--- src/rtl/rob_ring_pkg.sv ---
package rob_ring_pkg;

  // What the oldest entry does in the current cycle
  typedef enum logic [1:0] {
    HEAD_WAIT   = 2'd0,
    HEAD_RETIRE = 2'd1,
    HEAD_TRAP   = 2'd2
  } head_act_e;

endpackage

--- src/rtl/rob_ring_ptrs.sv ---
module rob_ring_ptrs #(
  parameter int DEPTH = 8,
  localparam int IDX_W = $clog2(DEPTH),
  localparam int PTR_W = IDX_W + 1
) (
  input  logic             clk,
  input  logic             rst_n,
  input  logic             alloc_fire,
  input  logic             retire,
  input  logic             trap,
  input  logic             rb_fire,
  input  logic [IDX_W-1:0] rb_offset,
  output logic [PTR_W-1:0] head_ptr,
  output logic [PTR_W-1:0] tail_ptr,
  output logic [PTR_W-1:0] occupancy,
  output logic             full
);

  // Pointer arithmetic kept in functions so the bench can restate it
  function automatic logic [PTR_W-1:0] ptr_step(input logic [PTR_W-1:0] p,
                                                input logic inc);
    return p + PTR_W'(inc);
  endfunction

  function automatic logic [PTR_W-1:0] ptr_after(input logic [PTR_W-1:0] base,
                                                 input logic [IDX_W-1:0] off);
    return base + PTR_W'(off) + PTR_W'(1);
  endfunction

  function automatic logic [PTR_W-1:0] ptr_dist(input logic [PTR_W-1:0] hi,
                                                input logic [PTR_W-1:0] lo);
    return hi - lo;
  endfunction

  assign occupancy = ptr_dist(tail_ptr, head_ptr);
  assign full      = (occupancy == PTR_W'(DEPTH));

  always_ff @(posedge clk) begin
    if (!rst_n) begin
      head_ptr <= '0;
      tail_ptr <= '0;
    end else if (trap) begin
      tail_ptr <= head_ptr;
    end else begin
      head_ptr <= ptr_step(head_ptr, retire);
      if (rb_fire) tail_ptr <= ptr_after(head_ptr, rb_offset);
      else         tail_ptr <= ptr_step(tail_ptr, alloc_fire);
    end
  end

endmodule

--- src/rtl/rob_ring_slot.sv ---
module rob_ring_slot #(
  parameter int OP_W    = 6,
  parameter int REG_W   = 5,
  parameter int DATA_W  = 32,
  parameter int CAUSE_W = 4
) (
  input  logic               clk,
  input  logic               rst_n,
  input  logic               kill,
  input  logic               alloc_hit,
  input  logic [OP_W-1:0]    alloc_op,
  input  logic               alloc_store,
  input  logic               alloc_has_dest,
  input  logic [REG_W-1:0]   alloc_dest,
  input  logic               wb_hit,
  input  logic [DATA_W-1:0]  wb_data,
  input  logic [CAUSE_W-1:0] wb_cause,
  output logic               busy,
  output logic               done,
  output logic [OP_W-1:0]    op,
  output logic               store,
  output logic               has_dest,
  output logic [REG_W-1:0]   dest,
  output logic [DATA_W-1:0]  data,
  output logic [CAUSE_W-1:0] cause
);

  always_ff @(posedge clk) begin
    if (!rst_n) begin
      busy     <= 1'b0;
      done     <= 1'b0;
      op       <= '0;
      store    <= 1'b0;
      has_dest <= 1'b0;
      dest     <= '0;
      data     <= '0;
      cause    <= '0;
    end else if (kill) begin
      busy <= 1'b0;
      done <= 1'b0;
    end else if (alloc_hit) begin
      busy     <= 1'b1;
      done     <= 1'b0;
      op       <= alloc_op;
      store    <= alloc_store;
      has_dest <= alloc_has_dest;
      dest     <= alloc_dest;
      cause    <= '0;
    end else if (wb_hit && busy) begin
      done  <= 1'b1;
      data  <= wb_data;
      cause <= wb_cause;
    end
  end

endmodule

--- src/rtl/rob_ring_head.sv ---
module rob_ring_head
  import rob_ring_pkg::*;
#(
  parameter int CAUSE_W = 4
) (
  input  logic               busy,
  input  logic               done,
  input  logic [CAUSE_W-1:0] cause,
  output head_act_e          act
);

  function automatic logic is_fault(input logic [CAUSE_W-1:0] c);
    return c != '0;
  endfunction

  always_comb begin
    act = HEAD_WAIT;
    if (busy && done) act = is_fault(cause) ? HEAD_TRAP : HEAD_RETIRE;
  end

endmodule

--- src/rtl/rob_ring.sv ---
module rob_ring
  import rob_ring_pkg::*;
#(
  parameter int DEPTH   = 8,
  parameter int OP_W    = 6,
  parameter int REG_W   = 5,
  parameter int DATA_W  = 32,
  parameter int CAUSE_W = 4,
  localparam int IDX_W  = $clog2(DEPTH),
  localparam int PTR_W  = IDX_W + 1
) (
  input  logic               clk,
  input  logic               rst_n,
  input  logic               alloc_valid,
  input  logic [OP_W-1:0]    alloc_op,
  input  logic               alloc_store,
  input  logic               alloc_has_dest,
  input  logic [REG_W-1:0]   alloc_dest,
  output logic               alloc_ready,
  output logic [IDX_W-1:0]   alloc_idx,
  input  logic               wb_valid,
  input  logic [IDX_W-1:0]   wb_idx,
  input  logic [DATA_W-1:0]  wb_data,
  input  logic [CAUSE_W-1:0] wb_cause,
  input  logic               br_mispredict,
  input  logic [IDX_W-1:0]   br_idx,
  output logic               cm_valid,
  output logic [IDX_W-1:0]   cm_idx,
  output logic [OP_W-1:0]    cm_op,
  output logic               cm_has_dest,
  output logic [REG_W-1:0]   cm_dest,
  output logic [DATA_W-1:0]  cm_data,
  output logic               cm_store_en,
  output logic               exc_redirect,
  output logic [CAUSE_W-1:0] exc_cause,
  output logic [PTR_W-1:0]   occupancy
);

  // Named internal events
  logic             alloc_fire;
  logic             retire;
  logic             trap;
  logic             rb_fire;
  logic [IDX_W-1:0] br_offset;
  logic             full;
  logic [PTR_W-1:0] head_ptr;
  logic [PTR_W-1:0] tail_ptr;
  logic [IDX_W-1:0] head_idx;
  logic [IDX_W-1:0] tail_idx;
  head_act_e        act;

  // Slot contents
  logic [DEPTH-1:0]   s_busy, s_done, s_store, s_hd;
  logic [OP_W-1:0]    s_op    [DEPTH];
  logic [REG_W-1:0]   s_dest  [DEPTH];
  logic [DATA_W-1:0]  s_data  [DEPTH];
  logic [CAUSE_W-1:0] s_cause [DEPTH];

  assign head_idx = head_ptr[IDX_W-1:0];
  assign tail_idx = tail_ptr[IDX_W-1:0];

  function automatic logic [IDX_W-1:0] age_of(input logic [IDX_W-1:0] slot,
                                              input logic [IDX_W-1:0] oldest);
    return slot - oldest;
  endfunction

  rob_ring_head #(.CAUSE_W(CAUSE_W)) u_head (
    .busy  (s_busy[head_idx]),
    .done  (s_done[head_idx]),
    .cause (s_cause[head_idx]),
    .act   (act)
  );

  assign retire      = (act == HEAD_RETIRE);
  assign trap        = (act == HEAD_TRAP);
  assign br_offset   = age_of(br_idx, head_idx);
  assign rb_fire     = br_mispredict && !trap && (PTR_W'(br_offset) < occupancy);
  assign alloc_ready = !full && !trap && !br_mispredict;
  assign alloc_fire  = alloc_valid && alloc_ready;
  assign alloc_idx   = tail_idx;

  rob_ring_ptrs #(.DEPTH(DEPTH)) u_ptrs (
    .clk        (clk),
    .rst_n      (rst_n),
    .alloc_fire (alloc_fire),
    .retire     (retire),
    .trap       (trap),
    .rb_fire    (rb_fire),
    .rb_offset  (br_offset),
    .head_ptr   (head_ptr),
    .tail_ptr   (tail_ptr),
    .occupancy  (occupancy),
    .full       (full)
  );

  for (genvar i = 0; i < DEPTH; i++) begin : g_slot
    logic [IDX_W-1:0] age;
    logic             younger;
    logic             kill;

    assign age     = age_of(IDX_W'(i), head_idx);
    assign younger = rb_fire && (age > br_offset) && (PTR_W'(age) < occupancy);
    assign kill    = trap || younger || (retire && (head_idx == IDX_W'(i)));

    rob_ring_slot #(
      .OP_W(OP_W), .REG_W(REG_W), .DATA_W(DATA_W), .CAUSE_W(CAUSE_W)
    ) u_slot (
      .clk            (clk),
      .rst_n          (rst_n),
      .kill           (kill),
      .alloc_hit      (alloc_fire && (tail_idx == IDX_W'(i))),
      .alloc_op       (alloc_op),
      .alloc_store    (alloc_store),
      .alloc_has_dest (alloc_has_dest),
      .alloc_dest     (alloc_dest),
      .wb_hit         (wb_valid && (wb_idx == IDX_W'(i))),
      .wb_data        (wb_data),
      .wb_cause       (wb_cause),
      .busy           (s_busy[i]),
      .done           (s_done[i]),
      .op             (s_op[i]),
      .store          (s_store[i]),
      .has_dest       (s_hd[i]),
      .dest           (s_dest[i]),
      .data           (s_data[i]),
      .cause          (s_cause[i])
    );
  end

  assign cm_valid     = retire;
  assign cm_idx       = head_idx;
  assign cm_op        = s_op[head_idx];
  assign cm_has_dest  = s_hd[head_idx];
  assign cm_dest      = s_dest[head_idx];
  assign cm_data      = s_data[head_idx];
  assign cm_store_en  = retire && s_store[head_idx];
  assign exc_redirect = trap;
  assign exc_cause    = s_cause[head_idx];

endmodule

--- config.mk ---
export PLATFORM = sky130hd
export DESIGN_NAME = rob_ring
export DESIGN_NICKNAME = d
export VERILOG_FILES = /design/src/rtl/rob_ring_pkg.sv /design/src/rtl/rob_ring_ptrs.sv /design/src/rtl/rob_ring_slot.sv /design/src/rtl/rob_ring_head.sv /design/src/rtl/rob_ring.sv
export SDC_FILE = /design/constraint.sdc
export NUM_CORES = 1
export LEC_CHECK = 0
export BUFFER_PORTS_ARGS = -buffer_cell sky130_fd_sc_hd__buf_4
export CAP_MARGIN = 15
export CORE_ASPECT_RATIO = 0.75
export CORE_MARGIN = 2
export CORE_UTILIZATION = 50
export DETAILED_ROUTE_END_ITERATION = 12
export PLACE_DENSITY = 0.68
export SLEW_MARGIN = 20
export SYNTH_ARGS = -nofsm -noshare
export SYNTH_HDL_FRONTEND = slang
export SYNTH_SLANG_ARGS = --single-unit
--- constraint.sdc ---
create_clock -name clk -period 5.6 [get_ports clk]
set_clock_uncertainty 0.05 [all_clocks]
set_input_delay 0.56 -clock clk [delete_from_list [all_inputs] [get_ports clk]]
set_output_delay 0.56 -clock clk [all_outputs]
set_load 0.02 [all_outputs]
==> impl_metrics.env <==
export IMPL_status="finished, final reports clean"
export IMPL_wl_mm=48.13
export IMPL_r2r_slack_ns=0.85
export IMPL_cts_made_buffers=40
export IMPL_seq_area_frac_synth=0.4320
export IMPL_synth_largest_area_cell="dfxtp_1"
export IMPL_leakage_nw=10.30
export IMPL_hold_viol=0
export IMPL_fin_crit_sh=0.8475
export IMPL_core_um2=38170
export IMPL_power_density_nw_per_um2=293.1
export IMPL_slew_headroom=0.2689
export IMPL_finalCriticalPeriod_ns=4.746
export IMPL_combPwrFrac=0.098
export IMPL_ys_types=64
export IMPL_drive_gt1_frac=0.1722
export IMPL_worst_r2r_cell_count=11
export IMPL_track_usage=0.2400
export IMPL_synth_simple_gate_area_frac=0.1391
export IMPL_swShare=0.2455
export IMPL_clock_sinks=416
export IMPL_final_max_slew_viol_count=0
export IMPL_vias=14190
export IMPL_avgRoutedWirePerCell_um=19.14
export IMPL_ys_ff_latch=416
export IMPL_fin_tns_setup_ns=0
export IMPL_portBuffers=121
export IMPL_hp_class="in -> reg"
export IMPL_crit_path_start_kind="flip-flop"
export IMPL_cts_tree="done"
export IMPL_yosysTopAreaCellShare=0.4320
export IMPL_synth_xor_area_frac=0.004997
export IMPL_synth_area_per_cell_um2=10.08
export IMPL_ctsResizeCount=0
export IMPL_worst_pin_slew_ns=1.083
export IMPL_rr_endpoint="g_slot[3].u_slot.has_dest$_SDFFE_PN0P_"
export IMPL_grt_max_degree=148
export IMPL_hpwl_mm=29.79
export IMPL_muxShareOfSynthArea=0.3054
export IMPL_synthAdderAreaFrac=0.02778
export IMPL_synthesis_area_um2=19280
export IMPL_drc=0
export IMPL_cts_hold_buffers=0
export IMPL_syn_inst=1913
export IMPL_fin_nets=2069
export IMPL_grt_pass1_vias=14210
export IMPL_ys_flop_type="dfxtp_1"
export IMPL_stdcell_area_um2=21900
export IMPL_worstPathRequired_ns=6.01
export IMPL_worst_skew_pair_late_latency_ns=0.56
export IMPL_path_common_cell="ha_1"
export IMPL_clock_path_buffers=3
export IMPL_cts_root_buffer="clkbuf_16"
export IMPL_crit_path_cell_trace="ha_1 -> fa_1 -> xor2_1 -> xnor2_1 -> inv_1 -> ha_1 -> o21ai_0 -> o31ai_1 -> o311ai_0 -> or2_1 -> mux2i_1"
export IMPL_cp_max_fo=17
export IMPL_critPathCaptureType="flip-flop"
export IMPL_maxCapViolCount=0
export IMPL_fmax_mhz=210.7
export IMPL_viasPerCell=5.641
export IMPL_path_class="reg -> reg"
export IMPL_synthArstFlopShare=0
export IMPL_area_growth_pct=13.59
export IMPL_crit_slowest_cell="o311ai_0"
export IMPL_power_frac_seq=0.471
export IMPL_die_h_um=174.1
export IMPL_cp_slowest_stage_delay_ns=0.94
export IMPL_antenna_found_initial=0
export IMPL_ant_nets=0
export IMPL_die_x_um=230.7
export IMPL_rows=62
export IMPL_diodes=0
export IMPL_clk_pin_slew_ns=0.06
export IMPL_grt_pass1_wl_mm=77.25
export IMPL_firstDrtPassIters=5
export IMPL_startpoint="u_ptrs.head_ptr[0]$_SDFFE_PN0N_"
export IMPL_start_util=0.5051
export IMPL_switchingPower_w=0.001576
export IMPL_finalSetupViolCount=0
export IMPL_routabilityCongestion=0.8995
export IMPL_r2r_start="u_ptrs.head_ptr[0]$_SDFFE_PN0N_"
export IMPL_critical_path_endpoint="g_slot[3].u_slot.has_dest$_SDFFE_PN0P_"
export IMPL_pin_count=122
export IMPL_p_int_w=0.004843
export IMPL_yosys_top_cells_area="dfxtp_1, mux2i_1, mux4_2"
export IMPL_place_area_um2=20540
export IMPL_clkPwrFrac=0.431
export IMPL_htreeDepth=2
export IMPL_grt_ovfl_total=0
export IMPL_die_area_um2=40160
export IMPL_syn_num_nets=2011
export IMPL_post_cts_setup_buffer_count=0
export IMPL_first_iter_violations=1029
export IMPL_synth_compound_area_frac=0.04549
export IMPL_rsz0062_at_grt="false"
export IMPL_vdd_drop_max_v=0.0002466
export IMPL_critPathArrivalTime_ns=5.16
export IMPL_synth_top_family_by_area="multiplexers"
export IMPL_synth_edf_count=0
export IMPL_ys_warn_count=0
## cell families after synthesis
| kind of cell | count (synthesis) |
|---|---|
| AO/OA/AOI/OAI | 120 |
| multiplexers | 464 |
| flip-flops | 416 |
| adder cells (fa/ha/maj) | 41 |
| AND/OR/NAND/NOR | 665 |
| XOR/XNOR | 11 |
| buffers and inverters | 196 |
## final cells by class
cell class              instances  area [um2]
multi-input cells            1301       10090
flip-flops and latches        416        8339
repair buffers                156        1266
clock inverters                12       125.1
fillers                      3255       16270
inverters                      56       210.2
clock buffers                  62        1225
well taps                     512       640.6
## registers in the layout, summed over array words and instances, names as in the netlist
| register | cells |
|---|---|
| g_slot.u_slot.data | 256 |
| g_slot.u_slot.done | 8 |
| u_ptrs.tail_ptr | 4 |
| u_ptrs.head_ptr | 4 |
| g_slot.u_slot.cause | 32 |
| g_slot.u_slot.has_dest | 8 |
| g_slot.u_slot.op | 48 |
| g_slot.u_slot.store | 8 |
| g_slot.u_slot.busy | 8 |
| g_slot.u_slot.dest | 40 |
## Yosys cell counts, types with 3 or more instances
| master | n |
|---|---|
| nand3b_1 | 5 |
| nor2_1 | 31 |
| buf_4 | 15 |
| fa_1 | 4 |
| and3_1 | 4 |
| o211ai_1 | 4 |
| nor3b_1 | 3 |
| nand3_1 | 10 |
| buf_2 | 29 |
| xor2_1 | 6 |
| and2_1 | 4 |
| xnor2_1 | 5 |
| nand2_1 | 565 |
| ha_1 | 34 |
| nand2b_1 | 6 |
| maj3_1 | 3 |
| a311oi_1 | 3 |
| dfxtp_1 | 416 |
| or4_1 | 3 |
| a2111oi_2 | 7 |
| mux4_2 | 99 |
| o21ai_0 | 18 |
| mux2_2 | 4 |
| nor3_1 | 9 |
| nor4_1 | 8 |
| a32o_1 | 6 |
| o21a_1 | 6 |
| a211oi_1 | 4 |
| o22ai_1 | 28 |
| inv_1 | 53 |
| buf_1 | 23 |
| nor2b_1 | 6 |
| mux2i_1 | 361 |
| a21oi_1 | 14 |
| buf_6 | 6 |
| clkbuf_1 | 67 |
| a21o_1 | 7 |
## through the flow
step / utilization / total power, W / worst slack, ns / std cells / hold slack, ns
2_1_floorplan: - / 0.003492 / 1.237 / 1913 / 0.3756
6_report: 0.5738 / 0.006419 / 0.8541 / 2515 / 0.2146
3_3_place_gp: 0.5382 / 0.003696 / 0.8653 / 2441 / 0.3834
5_1_grt: 0.5738 / 0.006636 / 0.5868 / 2515 / 0.2067
4_1_cts: 0.5736 / 0.006465 / 0.9326 / 2515 / 0.1934
3_5_place_dp: 0.5382 / 0.003710 / 0.7227 / 2441 / 0.3929
## worst max-delay path, delay by kind of cell, from the launching register on
family / cells / cell delay [ns]
AOI/OAI and AO/OA: 3 / 1.22
adders and majority gates: 3 / 1.01
and+or+nand+nor: 1 / 0.79
xor gates and xnor gates: 2 / 0.72
DFF: 1 / 0.44
muxes: 1 / 0.29
buffers and inverters: 1 / 0.14
## worst min path at each step
| stage | startpoint | to | slack, ns | cells past startpoint |
|---|---|---|---|---|
| after global placement | g_slot[1].u_slot.cause[1]$_SDFFE_PN0P_ | g_slot[1].u_slot.cause[1]$_SDFFE_PN0P_ | 0.38 | 2 |
| final | wb_cause[1] | g_slot[4].u_slot.cause[1]$_SDFFE_PN0P_ | 0.21 | 2 |
| after CTS | wb_cause[1] | g_slot[4].u_slot.cause[1]$_SDFFE_PN0P_ | 0.19 | 2 |
| after global routing | wb_cause[1] | g_slot[4].u_slot.cause[1]$_SDFFE_PN0P_ | 0.21 | 2 |
| after floorplan | g_slot[3].u_slot.cause[0]$_SDFFE_PN0P_ | g_slot[3].u_slot.cause[0]$_SDFFE_PN0P_ | 0.38 | 2 |
| after detailed placement | g_slot[5].u_slot.cause[2]$_SDFFE_PN0P_ | g_slot[5].u_slot.cause[2]$_SDFFE_PN0P_ | 0.39 | 2 |
## power by group through the flow
stage | Clock [W] | Sequential, W | Combinational (W)
after CTS | 0.00282 | 0.00302 | 0.000621
after detailed placement | 0 | 0.00309 | 0.000619
final | 0.00277 | 0.00303 | 0.000627
after global placement | 0 | 0.00309 | 0.000606
after global routing | 0.00293 | 0.00303 | 0.000677
after floorplan | 0 | 0.00309 | 0.000405
## layout by cell type, fill, tap and decap left out, types with 10 or more instances in the layout
cell and n:
dfxtp_1 413, ha_1 34, o21ai_0 18, inv_1 52
nand2_1 565, a21oi_1 14, mux2i_1 361, buf_4 148
mux4_2 99, nor2_1 31, o22ai_1 28, nand3_1 10
clkbuf_16 41, clkbuf_8 12
## routing by layer
layer	global-route usage	wire, um	vias to the layer above
li1	-	-	6747
met1	0.3347	21820	7017
met2	0.3798	22330	355
met3	0.03888	2619	68
met4	0.08172	1362	0
met5	0	0	-
Note: power is estimated with default switching activity, not from simulation.
